### config.mk
export PLATFORM = sky130hd
export DESIGN_NAME = fp_issue_sb
export DESIGN_NICKNAME = d
export VERILOG_FILES = /design/src/rtl/fpsb_pkg.sv /design/src/rtl/fpsb_reg_track.sv /design/src/rtl/fpsb_unit_gate.sv /design/src/rtl/fpsb_wb_sched.sv /design/src/rtl/fp_issue_sb.sv
export SDC_FILE = /design/constraint.sdc
export NUM_CORES = 1
export LEC_CHECK = 0
export ABC_CLOCK_PERIOD_IN_PS = 15100
export BUFFER_PORTS_ARGS = -buffer_cell sky130_fd_sc_hd__buf_2
export CAP_MARGIN = 10
export CELL_PAD_IN_SITES_DETAIL_PLACEMENT = 2
export CELL_PAD_IN_SITES_GLOBAL_PLACEMENT = 2
export CORE_MARGIN = 3
export CORE_UTILIZATION = 43
export CTS_CLUSTER_DIAMETER = 60
export DETAILED_ROUTE_END_ITERATION = 10
export GPL_TIMING_DRIVEN = 0
export PLACE_DENSITY = 0.85
export SLEW_MARGIN = 20
export SYNTH_ARGS = -nofsm -noshare
export SYNTH_HDL_FRONTEND = slang
export SYNTH_HIERARCHICAL = 1
export SYNTH_SLANG_ARGS = --single-unit
export TNS_END_PERCENT = 20
### constraint.sdc
create_clock -name clk -period 15.1 [get_ports clk]
set_input_delay 2.265 -clock clk [delete_from_list [all_inputs] [get_ports clk]]
set_output_delay 2.265 -clock clk [all_outputs]
set_load 0.05 [all_outputs]
### src/rtl/fpsb_pkg.sv
package fpsb_pkg;

  localparam int LAT_W   = 7;
  localparam int MAX_LAT = 68;

  typedef enum logic [3:0] {
    OP_ADD   = 4'd0,  OP_SUB   = 4'd1,  OP_MUL  = 4'd2,  OP_MADD = 4'd3,
    OP_MSUB  = 4'd4,  OP_DIV   = 4'd5,  OP_SQRT = 4'd6,  OP_RCP  = 4'd7,
    OP_RSQRT = 4'd8,  OP_CVTIS = 4'd9,  OP_CVT  = 4'd10, OP_CMP  = 4'd11,
    OP_MOV   = 4'd12, OP_MOVC  = 4'd13, OP_ABS  = 4'd14, OP_NEG  = 4'd15
  } fp_op_e;

  typedef enum logic {UNIT_MAD = 1'b0, UNIT_DSQ = 1'b1} fp_unit_e;

  typedef struct packed {
    logic [LAT_W-1:0] lat;
    logic [LAT_W-1:0] rep;
    fp_unit_e         unit;
    logic [2:0]       rd_use;  // bit0 src_a, bit1 src_b, bit2 src_c
  } op_timing_t;

  function automatic op_timing_t op_timing(fp_op_e op, logic dbl);
    op_timing_t t;
    t.lat    = LAT_W'(4);
    t.rep    = LAT_W'(1);
    t.unit   = UNIT_MAD;
    t.rd_use = 3'b011;
    case (op)
      OP_ADD, OP_SUB: ;
      OP_MUL, OP_MADD, OP_MSUB: begin
        t.lat = dbl ? LAT_W'(5) : LAT_W'(4);
        t.rep = dbl ? LAT_W'(2) : LAT_W'(1);
        if (op != OP_MUL) t.rd_use = 3'b111;
      end
      OP_DIV, OP_SQRT, OP_RCP: begin
        t.unit = UNIT_DSQ;
        t.lat  = dbl ? LAT_W'(36) : LAT_W'(21);
        t.rep  = dbl ? LAT_W'(34) : LAT_W'(19);
        if (op != OP_DIV) t.rd_use = 3'b001;
      end
      OP_RSQRT: begin
        t.unit   = UNIT_DSQ;
        t.lat    = dbl ? LAT_W'(68) : LAT_W'(38);
        t.rep    = dbl ? LAT_W'(66) : LAT_W'(36);
        t.rd_use = 3'b001;
      end
      OP_CVTIS: begin
        t.lat    = LAT_W'(6);
        t.rep    = LAT_W'(3);
        t.rd_use = 3'b001;
      end
      OP_CVT: t.rd_use = 3'b001;
      OP_CMP, OP_MOVC: t.lat = LAT_W'(1);
      OP_MOV, OP_ABS, OP_NEG: begin
        t.lat    = LAT_W'(1);
        t.rd_use = 3'b001;
      end
      default: ;
    endcase
    return t;
  endfunction

endpackage

### src/rtl/fpsb_reg_track.sv
module fpsb_reg_track #(
  parameter int NREG  = 32,
  parameter int CNT_W = 7,
  parameter int REG_W = $clog2(NREG)
) (
  input  logic             clk,
  input  logic             rst_n,
  input  logic [REG_W-1:0] rd_a,
  input  logic [REG_W-1:0] rd_b,
  input  logic [REG_W-1:0] rd_c,
  input  logic [2:0]       rd_use,
  input  logic [REG_W-1:0] wr_reg,
  input  logic             load_en,
  input  logic [CNT_W-1:0] load_val,
  output logic             src_busy,
  output logic             dst_busy
);

  logic [CNT_W-1:0] cnt_q [NREG];
  logic [CNT_W-1:0] cnt_d [NREG];
  logic [NREG-1:0]  cnt_en;

  for (genvar r = 0; r < NREG; r++) begin : g_reg
    always_comb begin
      cnt_en[r] = 1'b0;
      cnt_d[r]  = cnt_q[r];
      if (load_en && wr_reg == REG_W'(r)) begin
        cnt_en[r] = 1'b1;
        cnt_d[r]  = load_val;
      end else if (cnt_q[r] != '0) begin
        cnt_en[r] = 1'b1;
        cnt_d[r]  = cnt_q[r] - CNT_W'(1);
      end
    end

    always_ff @(posedge clk or negedge rst_n) begin
      if (!rst_n)          cnt_q[r] <= '0;
      else if (cnt_en[r])  cnt_q[r] <= cnt_d[r];
    end
  end

  always_comb begin
    src_busy = (rd_use[0] && cnt_q[rd_a] != '0) ||
               (rd_use[1] && cnt_q[rd_b] != '0) ||
               (rd_use[2] && cnt_q[rd_c] != '0);
    dst_busy = (cnt_q[wr_reg] != '0);
  end

endmodule

### src/rtl/fpsb_unit_gate.sv
module fpsb_unit_gate #(
  parameter int CNT_W = 7
) (
  input  logic             clk,
  input  logic             rst_n,
  input  logic             start,
  input  logic [CNT_W-1:0] reload,
  output logic             busy
);

  logic [CNT_W-1:0] gap_q, gap_d;
  logic             gap_en;

  always_comb begin
    gap_en = 1'b0;
    gap_d  = gap_q;
    if (start) begin
      gap_en = 1'b1;
      gap_d  = reload;
    end else if (gap_q != '0) begin
      gap_en = 1'b1;
      gap_d  = gap_q - CNT_W'(1);
    end
  end

  always_ff @(posedge clk or negedge rst_n) begin
    if (!rst_n)      gap_q <= '0;
    else if (gap_en) gap_q <= gap_d;
  end

  assign busy = (gap_q != '0);

endmodule

### src/rtl/fpsb_wb_sched.sv
module fpsb_wb_sched #(
  parameter int MAX_LAT = 68,
  parameter int LAT_W   = 7,
  localparam int DEPTH  = MAX_LAT + 1
) (
  input  logic             clk,
  input  logic             rst_n,
  input  logic [LAT_W-1:0] probe_lat,
  input  logic             book,
  output logic             clash
);

  logic [DEPTH-1:0] slot_q, slot_d, slot_new;

  always_comb begin
    clash    = slot_q[probe_lat];
    slot_new = DEPTH'(1) << (probe_lat - LAT_W'(1));
    slot_d   = slot_q >> 1;
    if (book) slot_d = slot_d | slot_new;
  end

  always_ff @(posedge clk or negedge rst_n) begin
    if (!rst_n) slot_q <= '0;
    else        slot_q <= slot_d;
  end

endmodule

### src/rtl/fp_issue_sb.sv
module fp_issue_sb
  import fpsb_pkg::*;
#(
  parameter int NREG  = 32,
  parameter int REG_W = $clog2(NREG)
) (
  input  logic             clk,
  input  logic             rst_n,
  input  logic             req_valid,
  input  logic [3:0]       op_class,
  input  logic             dbl,
  input  logic [REG_W-1:0] src_a,
  input  logic [REG_W-1:0] src_b,
  input  logic [REG_W-1:0] src_c,
  input  logic [REG_W-1:0] dst,
  output logic             grant,
  output logic             stall,
  output logic             mad_busy,
  output logic             dsq_busy,
  output logic [LAT_W-1:0] wb_lat
);

  localparam int NUNIT = 2;

  logic [1:0]       rst_sync_q;
  logic             core_rst_n;
  op_timing_t       tm;
  logic             src_busy, dst_busy, wb_clash, unit_block;
  logic [NUNIT-1:0] unit_busy;

  always_ff @(posedge clk or negedge rst_n) begin
    if (!rst_n) rst_sync_q <= 2'b00;
    else        rst_sync_q <= {rst_sync_q[0], 1'b1};
  end
  assign core_rst_n = rst_sync_q[1];

  assign tm = op_timing(fp_op_e'(op_class), dbl);

  for (genvar u = 0; u < NUNIT; u++) begin : g_unit
    fpsb_unit_gate #(.CNT_W(LAT_W)) u_gate (
      .clk    (clk),
      .rst_n  (core_rst_n),
      .start  (grant && tm.unit == fp_unit_e'(u)),
      .reload (tm.rep - LAT_W'(1)),
      .busy   (unit_busy[u])
    );
  end

  fpsb_reg_track #(.NREG(NREG), .CNT_W(LAT_W)) u_regs (
    .clk      (clk),
    .rst_n    (core_rst_n),
    .rd_a     (src_a),
    .rd_b     (src_b),
    .rd_c     (src_c),
    .rd_use   (tm.rd_use),
    .wr_reg   (dst),
    .load_en  (grant),
    .load_val (tm.lat - LAT_W'(1)),
    .src_busy (src_busy),
    .dst_busy (dst_busy)
  );

  fpsb_wb_sched #(.MAX_LAT(MAX_LAT), .LAT_W(LAT_W)) u_wb (
    .clk       (clk),
    .rst_n     (core_rst_n),
    .probe_lat (tm.lat),
    .book      (grant),
    .clash     (wb_clash)
  );

  always_comb begin
    unit_block = unit_busy[tm.unit];
    grant      = req_valid && core_rst_n && !src_busy && !dst_busy &&
                 !unit_block && !wb_clash;
    stall      = req_valid && !grant;
    wb_lat     = grant ? tm.lat : '0;
  end

  assign mad_busy = unit_busy[UNIT_MAD];
  assign dsq_busy = unit_busy[UNIT_DSQ];

endmodule

==> flow_summary.json <==
{
  "ctsResizeCount": 0,
  "syn_area_um2": 18900,
  "cts_tree": "done",
  "grt_usage_pct": 35.1,
  "rows": 76,
  "nFillCells": 4716,
  "finalMaxSlewViolations": 0,
  "placed_area_um2": 20000,
  "arrival_ps": 7960,
  "clockBufferDepth": 3,
  "die_h_um": 216,
  "layout_min_cycle_time_ps": 10230,
  "critPathMostFrequentCell": "buf_1",
  "antenna_found_initial": 3,
  "fmax_ghz": 0.0978,
  "post-route-period-util_pct": 67.7,
  "htreeDepth": 2,
  "synth-seq-cells": 309,
  "hpwl_mm": 55.4,
  "place.gp.congestion": 0.919,
  "hold_viol_final": 0,
  "drc_errors": 0,
  "grt_max_degree": 57,
  "first_global_vias": 20990,
  "power_mw": 4.11,
  "ys.warnings.count": 6,
  "initialDrtViolationCount": 1584,
  "finalNetCount": 2347,
  "cp.required_ps": 12840,
  "finClkSkew_ps": 28.3,
  "ant_nets": 0,
  "tns_ps": 0,
  "max_stage_delay_ps": 810,
  "yosysUniqueCellTypes": 79,
  "clkLatencyLatePin_ps": 590,
  "syn-instance-count": 2189,
  "multi_input_area_um2": 10300,
  "clk_root_buffer_cell": "clkbuf_16",
  "io_buffers": 30,
  "synthArstFlopShare_pct": 100,
  "initial_core_util_pct": 43.7,
  "synth.avg_cell_area_um2": 8.65,
  "startpoint_type": "input pin",
  "powerDensity_nw_per_um2": 192,
  "crit_slowest_cell": "buf_1",
  "postCtsHoldBufs": 0,
  "vias": 18831,
  "synth_edf_count": 0,
  "layout-drive-gt1-share_pct": 7.45,
  "num_io_pins": 39,
  "clkSinkCount": 309,
  "synth_flop_cell": "dfrtp_1",
  "wire_per_inst_um": 28.4,
  "critical_path.cell_chain": "clkbuf_1 -> buf_1 -> buf_1 -> a21oi_1 -> nor3_1 -> a311oi_1 -> nor4_2 -> or4b_1 -> or4_4 -> a2111o_2 -> inv_1 -> buf_2",
  "finalSetupViolations": 0,
  "finalInstanceArea_um2": 21400,
  "status": "completed",
  "viasPerCell": 6.50,
  "synth-seq-area-share_pct": 40.9,
  "tightestPinTransition_ps": 1160,
  "maxCapViolCount": 0,
  "grt_overflow": 0,
  "ir_drop_mv": 0.109,
  "rsz0062_at_grt": "false",
  "die-area_um2": 46600,
  "numCtsBuffers": 42,
  "relSlewSlack_pct": 21.7,
  "p_leak_nw": 8.92,
  "cts_setup_buffers": 0,
  "path_class": "input pin to primary output",
  "dieWidth_um": 216,
  "clkTransAtPathRegs_ps": 50,
  "wl_mm": 82.2,
  "fp.coreArea_um2": 43300,
  "end_kind": "primary output",
  "seq_area_um2": 7740,
  "crit_path_max_fanout": 15,
  "grt_pass1_wl_mm": 128,
  "dr.pass1.iters": 7,
  "area_growth_syn_to_layout_pct": 12.9,
  "hp-class": "flop to flop"
}
metrics by stage:
stage | worst slack (ps) | utilization (%) | hold slack (ps) | cells
2_1_floorplan | 3920 | - | 331 | 2199
3_3_place_gp | 401 | 45.9 | 335 | 2814
3_5_place_dp | 5170 | 46.2 | 343 | 2820
4_1_cts | 5120 | 49.4 | 356 | 2893
5_1_grt | 4940 | 49.4 | 375 | 2893
6_report | 4870 | 49.4 | 354 | 2895
area by class of cell:
cell class | count | area share [%]
repair buffers | 36 | 1.40
multi-input cells | 1663 | 48.4
clock buffers | 60 | 5.66
flip-flops and latches | 309 | 36.2
plain buffers | 114 | 2.27
inverters | 113 | 1.98
well taps | 585 | 3.42
diodes | 2 | 0.0234
clock inverters | 13 | 0.656
cell usage after synthesis (all sizes together) (4+ instances only):
master / number / area (um2)
xnor2: 78 / 683
o211ai: 14 / 105
a221oi: 6 / 52.6
nor3b: 16 / 120
or2: 7 / 43.8
nor2: 235 / 882
nand3b: 10 / 75.1
a31oi: 27 / 169
nor4b: 5 / 43.8
o31ai: 59 / 443
mux4: 27 / 646
a41o: 8 / 80.1
a311oi: 4 / 35.0
nor3: 108 / 546
a21o: 28 / 210
mux2i: 26 / 260
o22ai: 10 / 62.6
clkbuf: 95 / 357
inv: 112 / 420
o311ai: 16 / 140
ha: 40 / 500
mux2: 6 / 67.6
a21oi: 136 / 684
xor2: 14 / 123
nand4: 7 / 43.8
nand3: 43 / 215
or4: 31 / 251
buf: 19 / 125
o21ai: 175 / 876
or3: 30 / 188
a211oi: 43 / 323
o21bai: 29 / 218
and2: 8 / 52.6
nand2b: 48 / 300
a31o: 7 / 61.3
nand2: 222 / 838
and3: 12 / 75.1
dfrtp: 309 / 7730
nor2b: 21 / 134
a2111oi: 7 / 76.3
nor4: 51 / 332
where the power goes:
group	leakage (nW)	internal [mW]	switching [mW]	total, mW
registers	3.90	1.12	0.394	1.51
logic	4.36	0.634	0.952	1.59
clock network	0.650	0.592	0.414	1.01
worst paths after layout:
kind                       slack [ps]           endpoint  cells after the start         startpoint
setup / recovery                 4870              grant                     12           src_c[1]
hold / removal                    350      rst_sync_q[1]                      0      rst_sync_q[0]
setup reg to reg                 7790  u_regs/cnt_q[169]                     16  u_regs/cnt_q[175]
hold reg to reg                   350      rst_sync_q[1]                      0      rst_sync_q[0]
max in group asynchronous       13480  u_regs/cnt_q[158]                      3      rst_sync_q[1]
min in group asynchronous         380   u_regs/cnt_q[80]                      0      rst_sync_q[1]
per-layer routing:
metal	vias to the layer above	part of all wire, %	track usage, %
li1	8085	-	-
met5	-	0.041	0
met2	715	48	59.7
met4	4	5.1	16.0
met3	282	6.0	6.24
met1	9745	41	43.6
cells by family after synthesis:
logic type / Yosys count / synth area share (%)
buffers and inverters: 227 / 4.79
adder cells (fa/ha/maj): 40 / 2.64
multiplexers: 59 / 5.14
flip-flops: 309 / 40.9
AND/OR/NAND/NOR: 861 / 22.2
AO/OA/AOI/OAI: 599 / 20.1
other: 2 / 0.0397
XOR/XNOR: 92 / 4.26
sequential cells by signal, indices dropped and copies added (netlist names):
name                 flops
u_wb/slot_q             69
u_regs/cnt_q           224
rst_sync_q               2
g_unit.u_gate/gap_q     14
critical path, delay by kind of cell:
family	cells	cell delay, ps
buffers and inverters	5	3120
AOI/OAI and AO/OA	3	740
and+or+nand+nor	4	1820
cells in the final DEF, fill, tap and decap left out, types with 28 or more instances in the layout:
| cell type | synthesis | final |
|---|---|---|
| dfrtp_1 | 309 | 308 |
| nor2_1 | 235 | 235 |
| nand2_1 | 220 | 220 |
| o21ai_0 | 174 | 174 |
| a21oi_1 | 135 | 135 |
| inv_1 | 112 | 112 |
| nor3_1 | 107 | 106 |
| clkbuf_1 | 95 | 103 |
| xnor2_1 | 78 | 78 |
| o31ai_1 | 59 | 59 |
| nand2b_1 | 48 | 48 |
| nor4_1 | 49 | 47 |
| nand3_1 | 43 | 43 |
| clkbuf_16 | 0 | 43 |
| a211oi_1 | 43 | 43 |
| ha_1 | 40 | 40 |
| buf_2 | 6 | 36 |
| or3_1 | 30 | 30 |
| o21bai_1 | 29 | 29 |
| a21o_1 | 28 | 28 |
Note: power is estimated with default switching activity, not from simulation.
